$ cat config.mk
export PLATFORM = sky130hd
export DESIGN_NAME = sclk_fs_gen
export DESIGN_NICKNAME = d
export VERILOG_FILES = /design/src/rtl/sfg_pkg.sv /design/src/rtl/sfg_clk_div.sv /design/src/rtl/sfg_ext_sync.sv /design/src/rtl/sfg_fs_cnt.sv /design/src/rtl/sclk_fs_gen.sv
export SDC_FILE = /design/constraint.sdc
export NUM_CORES = 1
export LEC_CHECK = 0
export BUFFER_PORTS_ARGS = -buffer_cell sky130_fd_sc_hd__buf_2
export CAP_MARGIN = 20
export CORE_ASPECT_RATIO = 0.5
export CORE_MARGIN = 3
export CORE_UTILIZATION = 50
export DETAILED_ROUTE_END_ITERATION = 10
export PLACE_DENSITY = 0.68
export REMOVE_ABC_BUFFERS = 1
export SLEW_MARGIN = 10
export SYNTH_ARGS = -nofsm -noshare
export SYNTH_HDL_FRONTEND = slang
export SYNTH_HIERARCHICAL = 1
export SYNTH_SLANG_ARGS = --single-unit
$ cat constraint.sdc
create_clock -name clk -period 6.45 [get_ports clk]
set_input_delay 0.3225 -clock clk [delete_from_list [all_inputs] [get_ports clk]]
set_output_delay 0.3225 -clock clk [all_outputs]
set_load 0.01 [all_outputs]
$ cat src/rtl/sfg_pkg.sv
package sfg_pkg;
  // Source of the edges that advance the frame counter
  typedef enum logic {
    SRC_EXT = 1'b0,
    SRC_INT = 1'b1
  } sclk_src_e;

  // Data direction that the frame sync belongs to
  typedef enum logic {
    DIR_RX = 1'b0,
    DIR_TX = 1'b1
  } port_dir_e;
endpackage

$ cat src/rtl/sfg_clk_div.sv
module sfg_clk_div #(
  parameter int NW = 15,
  localparam int HW = NW + 3
) (
  input  logic          clk,
  input  logic          rst_n,
  input  logic          en,
  input  logic          restart,
  input  logic          rx_mode,
  input  logic [NW-1:0] div_n,
  output logic          sclk,
  output logic          rise_stb
);
  logic [HW-1:0] half_len;
  logic [HW-1:0] cnt_q, cnt_d;
  logic          sclk_q, sclk_d;
  logic          at_end;

  always_comb begin
    if (rx_mode) half_len = ({{3{1'b0}}, div_n} + HW'(1)) << 2;
    else         half_len = ({{3{1'b0}}, div_n} + HW'(1)) << 1;
  end

  assign at_end = (cnt_q == half_len - HW'(1));

  always_comb begin
    cnt_d    = cnt_q;
    sclk_d   = sclk_q;
    rise_stb = 1'b0;
    if (restart || !en) begin
      cnt_d  = '0;
      sclk_d = 1'b0;
    end else if (at_end) begin
      cnt_d    = '0;
      sclk_d   = ~sclk_q;
      rise_stb = ~sclk_q;
    end else begin
      cnt_d = cnt_q + HW'(1);
    end
  end

  always_ff @(posedge clk or negedge rst_n) begin
    if (!rst_n) begin
      cnt_q  <= '0;
      sclk_q <= 1'b0;
    end else begin
      cnt_q  <= cnt_d;
      sclk_q <= sclk_d;
    end
  end

  assign sclk = sclk_q;
endmodule

$ cat src/rtl/sfg_ext_sync.sv
module sfg_ext_sync #(
  parameter int STAGES = 2
) (
  input  logic clk,
  input  logic rst_n,
  input  logic async_in,
  output logic rise_stb
);
  logic [STAGES:0] pipe_q, pipe_d;

  always_comb pipe_d = {pipe_q[STAGES-1:0], async_in};

  always_ff @(posedge clk or negedge rst_n) begin
    if (!rst_n) pipe_q <= '0;
    else        pipe_q <= pipe_d;
  end

  assign rise_stb = pipe_q[STAGES-1] & ~pipe_q[STAGES];
endmodule

$ cat src/rtl/sfg_fs_cnt.sv
module sfg_fs_cnt #(
  parameter int FW = 16
) (
  input  logic          clk,
  input  logic          rst_n,
  input  logic          restart,
  input  logic          tick,
  input  logic [FW-1:0] limit,
  output logic          fs
);
  logic [FW-1:0] fcnt_q, fcnt_d;
  logic          fs_q, fs_d;

  always_comb begin
    fcnt_d = fcnt_q;
    fs_d   = fs_q;
    if (restart) begin
      fcnt_d = '0;
      fs_d   = 1'b0;
    end else if (tick) begin
      if (fcnt_q == limit) begin
        fcnt_d = '0;
        fs_d   = 1'b1;
      end else begin
        fcnt_d = fcnt_q + FW'(1);
        fs_d   = 1'b0;
      end
    end
  end

  always_ff @(posedge clk or negedge rst_n) begin
    if (!rst_n) begin
      fcnt_q <= '0;
      fs_q   <= 1'b0;
    end else begin
      fcnt_q <= fcnt_d;
      fs_q   <= fs_d;
    end
  end

  assign fs = fs_q;
endmodule

$ cat src/rtl/sclk_fs_gen.sv
module sclk_fs_gen #(
  parameter int DIVREG_W = 16,
  parameter int FS_W     = 16,
  parameter int SYNC_STG = 2,
  localparam int NW      = DIVREG_W - 1
) (
  input  logic                clk,
  input  logic                rst_n,
  input  logic [DIVREG_W-1:0] div_reg,
  input  logic [FS_W-1:0]     fsdiv,
  input  logic                ctl_master,
  input  logic                dir_tx,
  input  logic                ext_sclk,
  output logic                sclk_o,
  output logic                fs_o,
  output logic                fs_dir
);
  import sfg_pkg::*;

  logic [NW-1:0]   div_q;
  logic [FS_W-1:0] fsdiv_q;
  logic            dir_q, mst_q;
  logic            restart;
  logic            int_rise, ext_rise, tick;
  sclk_src_e       src;
  port_dir_e       pdir;
  logic            div_lsb_unused;

  assign div_lsb_unused = div_reg[0];
  assign src  = ctl_master ? SRC_INT : SRC_EXT;
  assign pdir = dir_tx ? DIR_TX : DIR_RX;

  assign restart = (div_reg[DIVREG_W-1:1] != div_q) || (fsdiv != fsdiv_q) ||
                   (dir_tx != dir_q) || (ctl_master != mst_q);

  always_ff @(posedge clk or negedge rst_n) begin
    if (!rst_n) begin
      div_q   <= '0;
      fsdiv_q <= '0;
      dir_q   <= 1'b0;
      mst_q   <= 1'b0;
    end else begin
      div_q   <= div_reg[DIVREG_W-1:1];
      fsdiv_q <= fsdiv;
      dir_q   <= dir_tx;
      mst_q   <= ctl_master;
    end
  end

  sfg_clk_div #(.NW(NW)) u_div (
    .clk      (clk),
    .rst_n    (rst_n),
    .en       (src == SRC_INT),
    .restart  (restart),
    .rx_mode  (pdir == DIR_RX),
    .div_n    (div_reg[DIVREG_W-1:1]),
    .sclk     (sclk_o),
    .rise_stb (int_rise)
  );

  sfg_ext_sync #(.STAGES(SYNC_STG)) u_sync (
    .clk      (clk),
    .rst_n    (rst_n),
    .async_in (ext_sclk),
    .rise_stb (ext_rise)
  );

  assign tick = (src == SRC_INT) ? int_rise : ext_rise;

  sfg_fs_cnt #(.FW(FS_W)) u_fs (
    .clk     (clk),
    .rst_n   (rst_n),
    .restart (restart),
    .tick    (tick),
    .limit   (fsdiv),
    .fs      (fs_o)
  );

  assign fs_dir = dir_q;
endmodule

# Word level (Yosys, flattened, before mapping)
# Index checks and enable logic that the tools add are counted.
[totals]
reg_bits = 72
latch_bits = 0
ramBits = 0
rom_bits = 0
input_bits = 37
output_inout_bits = 3
elab_cells = 45
n_memories = 0
[op_classes]
n_addsub = 4
multipliers = 0
div = 0
n_lt_le_gt_ge = 0
eq_ne = 6
shift = 0
muxes = 16
bitwise = 3
reduce_logical = 7
[ops]
columns = ["cell", "count"]
rows = [
  ["18-bit two-way mux", 3],
  ["16-bit two-way mux", 3],
  ["18-bit by 1-bit adder with 18-bit output (second input constant)", 1],
  ["18-bit equality test", 1],
  ["18-bit by 1-bit subtractor with 18-bit output (second input constant)", 1],
  ["15-bit by 1-bit adder with 16-bit output (second input constant)", 1],
  ["16-bit by 1-bit adder with 16-bit output (second input constant)", 1],
  ["16-bit equality test", 1],
  ["16-bit inequality test", 1],
  ["15-bit inequality test", 1],
  ["1-bit two-way mux", 10],
  ["1-bit logical OR", 4],
  ["2-bit nonzero test", 2],
  ["1-bit inequality test", 2],
  ["1-bit NOT", 2],
  ["1-bit AND", 1],
  ["1-bit logical NOT", 1],
]

# Depth between registers and ports, before layout
# Gate-level depths: netlist of the first run.
[logic_depth]
depth_word = 9
mapped_depth = 18

# By module
# The synthesis of the first run kept the hierarchy.
[modules_own_cells]
columns = ["module", "instances", "cells_per_inst", "area_each_um2"]
rows = [
  ["sfg_clk_div", 1, 339, 2562.5],
  ["sfg_fs_cnt", 1, 141, 1207.4],
  ["sclk_fs_gen", 1, 80, 1199.9],
  ["sfg_ext_sync", 1, 4, 88.8],
]

# Worst setup path after synthesis of the first run
# No wires, ideal clock.
[synth_timing]
path_type = "input -> register"
from = "in div_reg[1]"
to = "reg u_fs.fcnt_q[3]"
arrival_time_ns = 3.877
t_required_ns = 6.329
setup_slack_ns = 2.452
cell_stages = 15
n_path_buf = 1
path_cell_list = "ha_1 > nor2b_1 > o21a_1 > nand4_1 > a211oi_2 > xnor3_1 > nor3_1 > o2111ai_1 > nor4_4 > and2_1 > mux2_2 > clkbuf_1 > nor2_1 > a31o_2 > a22o_1"
[synth_via]
elab_chain_len = 8
[synth_rtl]
columns = ["element", "line", "source"]
rows = [
  ["start: declaration", "sclk_fs_gen.sv:9", "input logic [DIVREG_W-1:0] div_reg,"],
  ["15-bit by 1-bit adder with 16-bit output or 15-bit inequality test (tied branches)", "sfg_clk_div.sv:20, sfg_clk_div.sv:21, sclk_fs_gen.sv:33", ""],
  ["18-bit two-way mux or 1-bit logical OR (tied branches)", "sfg_clk_div.sv:20, sclk_fs_gen.sv:33", ""],
  ["18-bit by 1-bit subtractor with 18-bit output or 1-bit logical OR (tied branches)", "sfg_clk_div.sv:24, sclk_fs_gen.sv:33", ""],
  ["18-bit equality test or 1-bit logical OR (tied branches)", "sfg_clk_div.sv:24, sclk_fs_gen.sv:34", ""],
  ["1-bit two-way mux or 1-bit logical OR (tied branches)", "sfg_clk_div.sv:33, sfg_clk_div.sv:30", ""],
  ["1-bit two-way mux (*)", "sfg_clk_div.sv:30", "if (restart || !en) begin"],
  ["net int_rise", "sclk_fs_gen.sv:24", "logic int_rise, ext_rise, tick;"],
  ["1-bit two-way mux (*)", "sclk_fs_gen.sv:68", "assign tick = (src == SRC_INT) ? int_rise : ext_rise;"],
  ["net tick", "sclk_fs_gen.sv:24", ""],
  ["2-bit nonzero test (no line) (*)", "-", ""],
  ["end signal: assignment", "sfg_fs_cnt.sv:36", "fcnt_q <= fcnt_d;"],
  ["end: declaration", "sfg_fs_cnt.sv:11", "logic [FW-1:0] fcnt_q, fcnt_d;"],
]
# The timed path passes the listed nets; every way through them passes the cells marked *.
# A chain may end at the register's enable or synchronous reset.

# Final worst setup path of the first run
[layout_timing]
from = "in div_reg[2]"
to = "reg u_fs.fcnt_q[3]"
# Same word-level chain as after synthesis.

==> results of run 1 <==
-- power by group through the flow --
stage | registers [mW] | clock network (mW) | logic (mW)
after floorplan | 0.476 | 0 | 0.0840
after global placement | 0.476 | 0 | 0.142
after detailed placement | 0.477 | 0 | 0.143
after CTS | 0.469 | 0.496 | 0.144
after global routing | 0.469 | 0.516 | 0.159
final | 0.468 | 0.484 | 0.145
-- registers in the layout, summed over array words and instances (netlist names) --
| register | flops |
|---|---|
| fs_dir | 1 |
| u_div/cnt_q | 18 |
| u_fs/fs | 1 |
| mst_q | 1 |
| u_fs/fcnt_q | 16 |
| div_q | 15 |
| u_div/sclk | 1 |
| fsdiv_q | 16 |
| u_sync/pipe_q | 3 |
-- final timing paths --
check	start	to	slack, ps
max in group asynchronous	rst_n	u_div/cnt_q[13]$_DFF_PN0_	5710
min in group asynchronous	rst_n	u_fs/fcnt_q[9]$_DFFE_PN0P_	110
min reg2reg	u_sync/pipe_q[0]$_DFF_PN0_	u_sync/pipe_q[1]$_DFF_PN0_	350
max	div_reg[2]	u_fs/fcnt_q[3]$_DFFE_PN0P_	1500
max reg2reg	div_q[1]$_DFF_PN0_	u_fs/fcnt_q[3]$_DFFE_PN0P_	2560
min	ext_sclk	u_sync/pipe_q[0]$_DFF_PN0_	100
-- per-stage QoR --
stage	hold WS (ps)	instance area, µm²	power (mW)	instances	worst slack, ps
floorplan	26.91	4886	0.5602	527	1932
global placement	342.3	5263	0.6179	702	1320
detailed placement	341.6	5263	0.6201	702	1309
CTS	86.41	5557	1.109	718	1621
global route	88.46	5557	1.144	718	1251
finish	97.38	5557	1.097	718	1500
-- logic make-up (layout without fill, tap and decap cells) --
family	after synthesis	in the layout	share of synthesized area, %
buffers and inverters	44	63	3.933
AND/OR/NAND/NOR	243	243	26.64
adder cells (fa/ha/maj)	3	3	0.7421
flip-flops	72	72	35.62
XOR/XNOR	88	88	15.80
multiplexers	11	11	2.276
AO/OA/AOI/OAI	103	103	14.99
-- cell usage in the layout, fill, tap and decap left out, types with 9 or more instances in the layout --
cell type   n
dfrtp_1    72
o21ai_0    12
nand2_1    33
buf_2      37
clkbuf_16   9
nor2_1     37
xnor2_1    45
a31oi_1    12
nand4_1    26
a21oi_1    19
and3_1     14
nor3_1     29
nand3_1    36
xor2_1     41
nor4_1     12
-- cell type report --
cell class / instances / area [µm²]
clock buffers: 13 / 270.3
repair buffers: 40 / 207.7
well taps: 135 / 168.9
inverters: 7 / 26.28
fillers: 865 / 4078
flip-flops and latches: 72 / 1802
multi-input cells: 448 / 3058
clock inverters: 3 / 23.77
-- routing by layer --
metal  global-route usage [%]  part of all wire [%]
met5                        0                     0
met4                    5.622                   1.5
met3                    3.660                   5.3
met2                    33.52                    46
met1                    30.75                    48
-- worst max-delay path: stages --
cell	delay, ps
buf_2	310
ha_1	610
inv_1	290
or4_1	650
o311ai_2	390
o21ai_1	180
a2111oi_2	390
nor2_1	140
nor4_4	280
buf_4	270
and2_1	230
mux2_2	420
nor2_1	230
a31o_2	280
a22o_1	170
==> impl_metrics.ini, run 1 <==
[route]
wl_per_cell_um = 16.71
drtIter0Drc = 376
viasPerCell = 6.075
ant_nets = 0
first_pass_iters = 5
via_count = 4362
route.detailed.drc = 0
drt_wl_total_um = 12000

[clocking]
post_cts_buffers = 0
clk_pin_slew_ps = 60
htree_levels = 3
postCtsHoldBufs = 0
ctsLongestPathBuffers = 2
cts_tree = built
clock_sinks = 72
cts_root_buf = clkbuf_16
cts_resized = 0
clkLatencyLatePin_ps = 330
cts-buffers-inserted = 9

[die]
die-area_um2 = 11430
die_height_um = 77.13
coreArea_um2 = 9634
start_util_pct = 52.51
pin_count = 40
rows = 25
dieWidth_um = 148.2

[timing]
fin_worst_skew_ps = 5.055
max_freq_mhz = 202.0
hold_violations = 0
final_max_slew_viol_count = 0
finalSetupViolations = 0
worst_pin_slew_ps = 949.7
layout_min_cycle_time_ps = 4950
period_share_pct = 76.74
tns_ps = 0
maxSlewHeadroom_pct = 36.50
grt_setup_unrepaired = false

[power]
netSwitchingFraction_pct = 25.95
p_seq_share_pct = 42.7
switchingPower_mw = 0.2847
p_int_mw = 0.8126
leakage_nw = 2.245
vdd_drop_max_v = 0.0001109
combPwrFrac_pct = 13.2
power-per-cell-area_nw_per_um2 = 197.5
clkPwrFrac_pct = 44.1

[place]
place_congestion = 0.8985
hpwlAfterDp_um = 8337
io_buffers = 38

[layout]
area_growth_pct = 9.844
drive_gt1_share_pct = 13.21
final_nets = 618
fin_util_pct = 57.68
antenna_cells = 0

[setup_path]
critPathRequiredTime_ps = 6670
path_class = input pin to flip-flop
endpoint_kind = flip-flop
path_max_fanout = 20
worstSetupStartpointType = input pin
arrival_ps = 5170
reg2reg_depth = 11

[global_routing]
antenna_found_initial = 0
grt_pass1_wl_um = 20070
grt_pass1_vias = 4035
grt.overflow.total = 0
grt_util_all_layers_pct = 21.40
grt_start_max_net_pins = 73

[yosys]
synth_commonest_cells = dfrtp_1, xnor2_1, xor2_1
synth_edf_count = 0
synthTopCellsByArea = dfrtp_1, xnor2_1, xor2_1
synth-seq-cells = 72
synthArstFlopShare_pct = 100.0
synth_flop_cell = dfrtp_1
synth_top_area_share_pct = 35.62
yosysMostFrequentCell = dfrtp_1
syn_area_per_cell_um2 = 8.969
yosysUniqueCellTypes = 77
yosysWarningCount = 6
yosysTopAreaCell = dfrtp_1
netlist_area_um2 = 5059
syn_inst = 564
yosysSeqAreaShare_pct = 35.62

[worst_hold_path]
worstHoldPathCells = 1
holdCritPathClass = input pin to flip-flop

[run_status]
status = completed

[flow_run]
cap_violations = 0
Note: power is estimated with default switching activity, not from simulation.
==> inputs of run 2 (changes only) <==
--- a/config.mk
+++ b/config.mk
@@ -5,13 +5,14 @@
 export SDC_FILE = /design/constraint.sdc
 export NUM_CORES = 1
 export LEC_CHECK = 0
+export ABC_AREA = 1
 export BUFFER_PORTS_ARGS = -buffer_cell sky130_fd_sc_hd__buf_2
 export CAP_MARGIN = 20
 export CORE_ASPECT_RATIO = 0.5
 export CORE_MARGIN = 3
 export CORE_UTILIZATION = 50
 export DETAILED_ROUTE_END_ITERATION = 10
-export PLACE_DENSITY = 0.68
+export PLACE_DENSITY = 0.71
 export REMOVE_ABC_BUFFERS = 1
 export SLEW_MARGIN = 10
 export SYNTH_ARGS = -nofsm -noshare
==> constraint.sdc (replaced) <==
create_clock -name clk -period 4.3 [get_ports clk]
set_input_delay 0.215 -clock clk [delete_from_list [all_inputs] [get_ports clk]]
set_output_delay 0.215 -clock clk [all_outputs]
set_load 0.01 [all_outputs]
==> impl_metrics.ini, run 2 <==
[yosys]
yosysTopAreaCell = dfrtp_1
yosysUniqueCellTypes = 35
synth_edf_count = 0
synth-seq-cells = 72
yosysWarningCount = 6
synthArstFlopShare_pct = 100.0
syn_area_per_cell_um2 = 6.590
yosysSeqAreaShare_pct = 35.10
netlist_area_um2 = 5134
yosysMostFrequentCell = nand2_1
synth_flop_cell = dfrtp_1
synth_top_area_share_pct = 35.10
synthTopCellsByArea = dfrtp_1, nand2_1, inv_1
synth_commonest_cells = nand2_1, inv_1, nor2_1
syn_inst = 779

[setup_path]
reg2reg_depth = 19
critPathRequiredTime_ps = 4530
path_class = input pin to flip-flop
path_max_fanout = 25
endpoint_kind = flip-flop
arrival_ps = 3600
worstSetupStartpointType = input pin
r2r_end = u_fs/fcnt_q[7]$_DFFE_PN0P_
reg2reg_slack_ps = 1350
r2r-start = fsdiv_q[4]$_DFF_PN0_

[layout]
final_cell_count_no_fill = 963
largest_reg_flops = 18
nFillCells = 908
layout_common_cells = nand2_1, inv_1, nor2_1
antenna_cells = 0
area_growth_pct = 12.70
largest_registers = u_div/cnt_q (18), fsdiv_q (16), u_fs/fcnt_q (16)
drive_gt1_share_pct = 14.01
largest_register = u_div/cnt_q
final_nets = 863
mostFrequentLayoutCell = nand2_1

[flow_run]
cap_violations = 0

[route]
via_count = 4589
first_pass_iters = 5
ant_nets = 0
drtIter0Drc = 298
route.detailed.drc = 0
viasPerCell = 4.765
drt_wl_total_um = 11110
wl_per_cell_um = 11.53

[worst_hold_path]
holdCritPathClass = input pin to asynchronous set/reset pin

[die]
rows = 25
pin_count = 40
start_util_pct = 52.77
coreArea_um2 = 9728
die-area_um2 = 11590
dieWidth_um = 149.3
die_height_um = 77.65

[place]
hpwlAfterDp_um = 8269
place_congestion = 0.8370
io_buffers = 38
dp.cells = 946

[global_routing]
grt_pass1_wl_um = 19310
grt_start_max_net_pins = 73
grt_pass1_vias = 4218
grt_util_all_layers_pct = 20.41
antenna_found_initial = 0
grt.overflow.total = 0

[timing]
max_freq_mhz = 296.8
layout_min_cycle_time_ps = 3369
tns_ps = 0
hold_violations = 7
worst_pin_slew_ps = 923.7
final_max_slew_viol_count = 0
maxSlewHeadroom_pct = 38.42
finalSetupViolations = 0
hold_ws_ps = -22.52
grt_setup_unrepaired = false
period_share_pct = 78.34
fin_worst_skew_ps = 8.496

[clocking]
cts-buffers-inserted = 9
cts_tree = built
cts_root_buf = clkbuf_16
clkLatencyLatePin_ps = 340
ctsLongestPathBuffers = 2
clk_pin_slew_ps = 60
clock_sinks = 72
htree_levels = 3

[power]
vdd_drop_max_v = 0.0001992
leakage_nw = 2.932
power-per-cell-area_nw_per_um2 = 302.5

[run_status]
violations = hold timing
status = finished, violations left
[run 2: kinds of logic (layout without fill, tap and decap cells)]
logic type                 count (synthesis)  in the layout  share of synthesized area (%)
adders and majority gates                  3              3                         0.7313
xor gates and xnor gates                  41             41                          7.287
buffers and inverters                    133            182                          10.38
DFF                                       72             72                          35.10
AOI/OAI and AO/OA                         36             36                          4.095
and+or+nand+nor                          493            493                          42.19
muxes                                      1              1                         0.2193
[run 2: final cells by class]
class                           count  area [µm²]  share of cell area, %
Clock buffer                       10       239.0                  4.131
Tap cell                          135       168.9                  2.920
Multi-Input combinational cell    574        2799                  48.38
Timing Repair Buffer               41       217.7                  3.763
Inverter                          125       469.2                  8.110
Clock inverter                      6       90.09                  1.557
Sequential cell                    72        1802                  31.14
[run 2: per-stage QoR]
stage                     hold slack (ps)  power [mW]  instance area, µm²  setup WS [ps]  util, %
final                              -22.52       1.750                5786          931.2    59.47
after CTS                           14.34       1.767                5786          933.0    59.47
after global placement              322.3      0.9281                5446          671.6    55.99
after detailed placement            328.8      0.9317                5446          577.6    55.99
after floorplan                    -80.59      0.8541                5070           1071        -
after global routing                24.12       1.829                5786          479.7    59.47
[run 2: power by group]
group	switching, mW	leakage (nW)	internal [mW]
Sequential	0.00767	0.923	0.695
Combinational	0.143	1.85	0.0742
Clock	0.304	0.159	0.527
Total	0.454	2.93	1.30
[run 2: how the worst max path moves through the flow]
stage	endpoint	cells past startpoint	startpoint	slack, ps
after floorplan	u_fs/fcnt_q[4]$_DFFE_PN0P_	21	dir_tx	1070
after global placement	u_fs/fcnt_q[4]$_DFFE_PN0P_	23	dir_tx	670
after detailed placement	u_fs/fcnt_q[7]$_DFFE_PN0P_	24	dir_tx	580
after CTS	u_fs/fcnt_q[7]$_DFFE_PN0P_	24	dir_tx	930
after global routing	u_fs/fcnt_q[7]$_DFFE_PN0P_	24	dir_tx	480
final	u_fs/fcnt_q[7]$_DFFE_PN0P_	24	dir_tx	930
[run 2: timing repair]
action,4_1_cts,5_1_grt
gates resized for setup,0,0
hold buffers,1,0
buffers inserted,0,0
hold endpoints to repair,1,0
[run 2: routing by layer]
| metal | vias up | wire length [µm] | GRT usage (%) |
|---|---|---|---|
| li1 | 2476 | - | - |
| met3 | 8 | 376 | 4.726 |
| met5 | - | 0 | 0 |
| met2 | 72 | 5125 | 33.89 |
| met1 | 2033 | 5525 | 27.42 |
| met4 | 0 | 80 | 4.384 |
[run 2: critical path: stages]
cell and delay [ps]:
buf_2 120, inv_2 310, inv_2 250, a21oi_1 270, nand3_1 160, inv_2 120
nand3_4 100, nor2_2 180, nand3_2 150, o21ai_2 150, nand2_1 70, nand2_1 60
nand2_1 50, nor2_1 210, nand4_1 190, inv_1 80, mux2_2 140, inv_1 50
nand2_1 80, buf_4 200, nand2_1 100, nor2_1 120, xor2_1 160, a21oi_1 50
==> inputs of run 3 (changes only) <==
--- a/config.mk
+++ b/config.mk
@@ -12,7 +12,7 @@
 export CORE_MARGIN = 3
 export CORE_UTILIZATION = 50
 export DETAILED_ROUTE_END_ITERATION = 10
-export PLACE_DENSITY = 0.71
+export PLACE_DENSITY = 0.68
 export REMOVE_ABC_BUFFERS = 1
 export SLEW_MARGIN = 10
 export SYNTH_ARGS = -nofsm -noshare
==> constraint.sdc (replaced) <==
create_clock -name clk -period 3.28 [get_ports clk]
set_input_delay 0.164 -clock clk [delete_from_list [all_inputs] [get_ports clk]]
set_output_delay 0.164 -clock clk [all_outputs]
set_load 0.01 [all_outputs]
==> impl_metrics.ini, run 3 (synthesis gave the netlist of run 2 again) <==
[run_status]
status = completed

[layout]
largest_registers = u_div/cnt_q (18), fsdiv_q (16), u_fs/fcnt_q (16)
drive_gt1_share_pct = 15.04
layout_common_cells = nand2_1, inv_1, nor2_1
final_nets = 887
nFillCells = 944
mostFrequentLayoutCell = nand2_1
largest_register = u_div/cnt_q
area_growth_pct = 16.87
antenna_cells = 0
largest_reg_flops = 18

[global_routing]
grt_start_max_net_pins = 73
grt_pass1_vias = 4450
grt_util_all_layers_pct = 21.52
antenna_found_initial = 0
grt.overflow.total = 0
grt_pass1_wl_um = 20070

[die]
start_util_pct = 52.77
rows = 25
pin_count = 40
coreArea_um2 = 9728
dieWidth_um = 149.3
die-area_um2 = 11590
die_height_um = 77.65

[timing]
worst_pin_slew_ps = 900.0
tns_ps = 0
hold_violations = 0
layout_min_cycle_time_ps = 2864
grt_setup_unrepaired = false
setup_slack_ps = 416.2
maxSlewHeadroom_pct = 40.00
final_max_slew_viol_count = 0
fin_worst_skew_ps = 4.164
finalSetupViolations = 0
period_share_pct = 87.31
max_freq_mhz = 349.2

[place]
dp_slack_ps = 22.17
place_congestion = 0.8878
hpwlAfterDp_um = 8738
io_buffers = 38

[setup_path]
r2r_end = u_fs/fcnt_q[6]$_DFFE_PN0P_
crit_path_start = div_reg[1]
critPathRequiredTime_ps = 3500
reg2reg_slack_ps = 550
path_class = input pin to flip-flop
arrival_ps = 3080
path_cells = buf_2 -> ha_1 -> a21oi_1 -> nand3_1 -> inv_2 -> nand3_4 -> nor2_2 -> nand3_2 -> nor2_1 -> nand3_1 -> nand2_1 -> nand2_1 -> nand2_1 -> inv_1 -> nand4_1 -> inv_1 -> mux2_2 -> inv_1 -> nand2_2 -> buf_4 -> nand3_1 -> xor2_1 -> a21oi_1
r2r-start = fsdiv_q[4]$_DFF_PN0_
path_max_fanout = 7
slowest_delay_ps = 310
reg2reg_depth = 18
critical-path-slowest-cell = ha_1
endpoint_kind = flip-flop
cp-endpoint = u_fs/fcnt_q[6]$_DFFE_PN0P_
worstSetupStartpointType = input pin

[power]
vdd_drop_max_v = 0.0002616
power-per-cell-area_nw_per_um2 = 380.9
leakage_nw = 3.034

[route]
via_count = 4671
wl_per_cell_um = 11.61
drt_wl_total_um = 11450
ant_nets = 0
route.detailed.drc = 0
drtIter0Drc = 222
first_pass_iters = 4
viasPerCell = 4.737

[clocking]
post_cts_buffers = 0
clkLatencyLatePin_ps = 330
htree_levels = 3
cts_tree = built
ctsLongestPathBuffers = 2
cts_root_buf = clkbuf_16
clock_sinks = 72
clk_pin_slew_ps = 60
cts-buffers-inserted = 9

[worst_hold_path]
holdCritPathClass = input pin to flip-flop

[flow_run]
cap_violations = 0
[run 3: cell types whose count changed in the layout (fill, tap and decap cells not counted)]
cell / delta
inv_6: -2
nand2_1: -1
nand2_2: +1
nor2_2: +2
buf_4: +10
clkinv_4: +1
dlygate4sd3_1: +14
nor2_1: -2
[run 3: cell type report]
cell class | count | area [µm²] | share of cell area [%]
Multi-Input combinational cell | 574 | 2806 | 46.78
Sequential cell | 72 | 1802 | 30.03
Inverter | 125 | 469.2 | 7.821
Timing Repair Buffer | 65 | 432.9 | 7.216
Clock buffer | 10 | 239.0 | 3.983
Tap cell | 135 | 168.9 | 2.815
Clock inverter | 5 | 81.33 | 1.356
[run 3: worst min-delay path by stage]
stage | to | start | cells after the start | slack [ps]
after global placement | u_sync/pipe_q[0]$_DFF_PN0_ | ext_sclk | 1 | 270
after floorplan | div_q[0]$_DFF_PN0_ | rst_n | 0 | -130
after detailed placement | u_sync/pipe_q[0]$_DFF_PN0_ | ext_sclk | 1 | 270
final | fsdiv_q[14]$_DFF_PN0_ | fsdiv[14] | 1 | 7
after CTS | fsdiv_q[2]$_DFF_PN0_ | fsdiv[2] | 1 | 3
after global routing | fsdiv_q[14]$_DFF_PN0_ | fsdiv[14] | 1 | 4
[run 3: power by group]
group          internal, mW  total [mW]  switching, mW  leakage [nW]
Sequential            0.911       0.921         0.0102         0.923
Clock                 0.682        1.06          0.374         0.155
Combinational         0.114       0.308          0.194          1.96
Total                  1.71        2.29          0.578          3.03
[run 3: metrics by stage]
step           hold WS, ps  util, %  cell area [µm²]  cells  total power, mW
3_3_place_gp         271.4    56.76             5522    956            1.224
3_5_place_dp         273.6    56.76             5522    956            1.232
5_1_grt              3.681    61.67             6000    986            2.403
6_report             6.739    61.67             6000    986            2.285
2_1_floorplan       -131.6        -             5070    771            1.120
4_1_cts              3.250    61.49             5982    985            2.310
[run 3: per-layer routing]
metal | track usage, % | routed length, µm | vias up
met4 | 7.032 | 191 | 0
li1 | - | - | 2519
met2 | 35.65 | 5322 | 66
met1 | 28.00 | 5519 | 2071
met3 | 5.018 | 418 | 15
met5 | 0 | 0 | -
[run 3: critical path, delay by kind of cell]
family | cells | cell delay [ps]
adder cells (fa/ha/maj) | 1 | 310
AO/OA/AOI/OAI | 2 | 260
XOR/XNOR | 1 | 150
AND/OR/NAND/NOR | 12 | 1330
multiplexers | 1 | 260
buffers and inverters | 6 | 610
[run 3: what timing repair did]
item,4_1_cts,5_1_grt
resized for setup,0,3
hold buffers,14,1
setup endpoints to repair,0,15
hold endpoints to repair,14,1
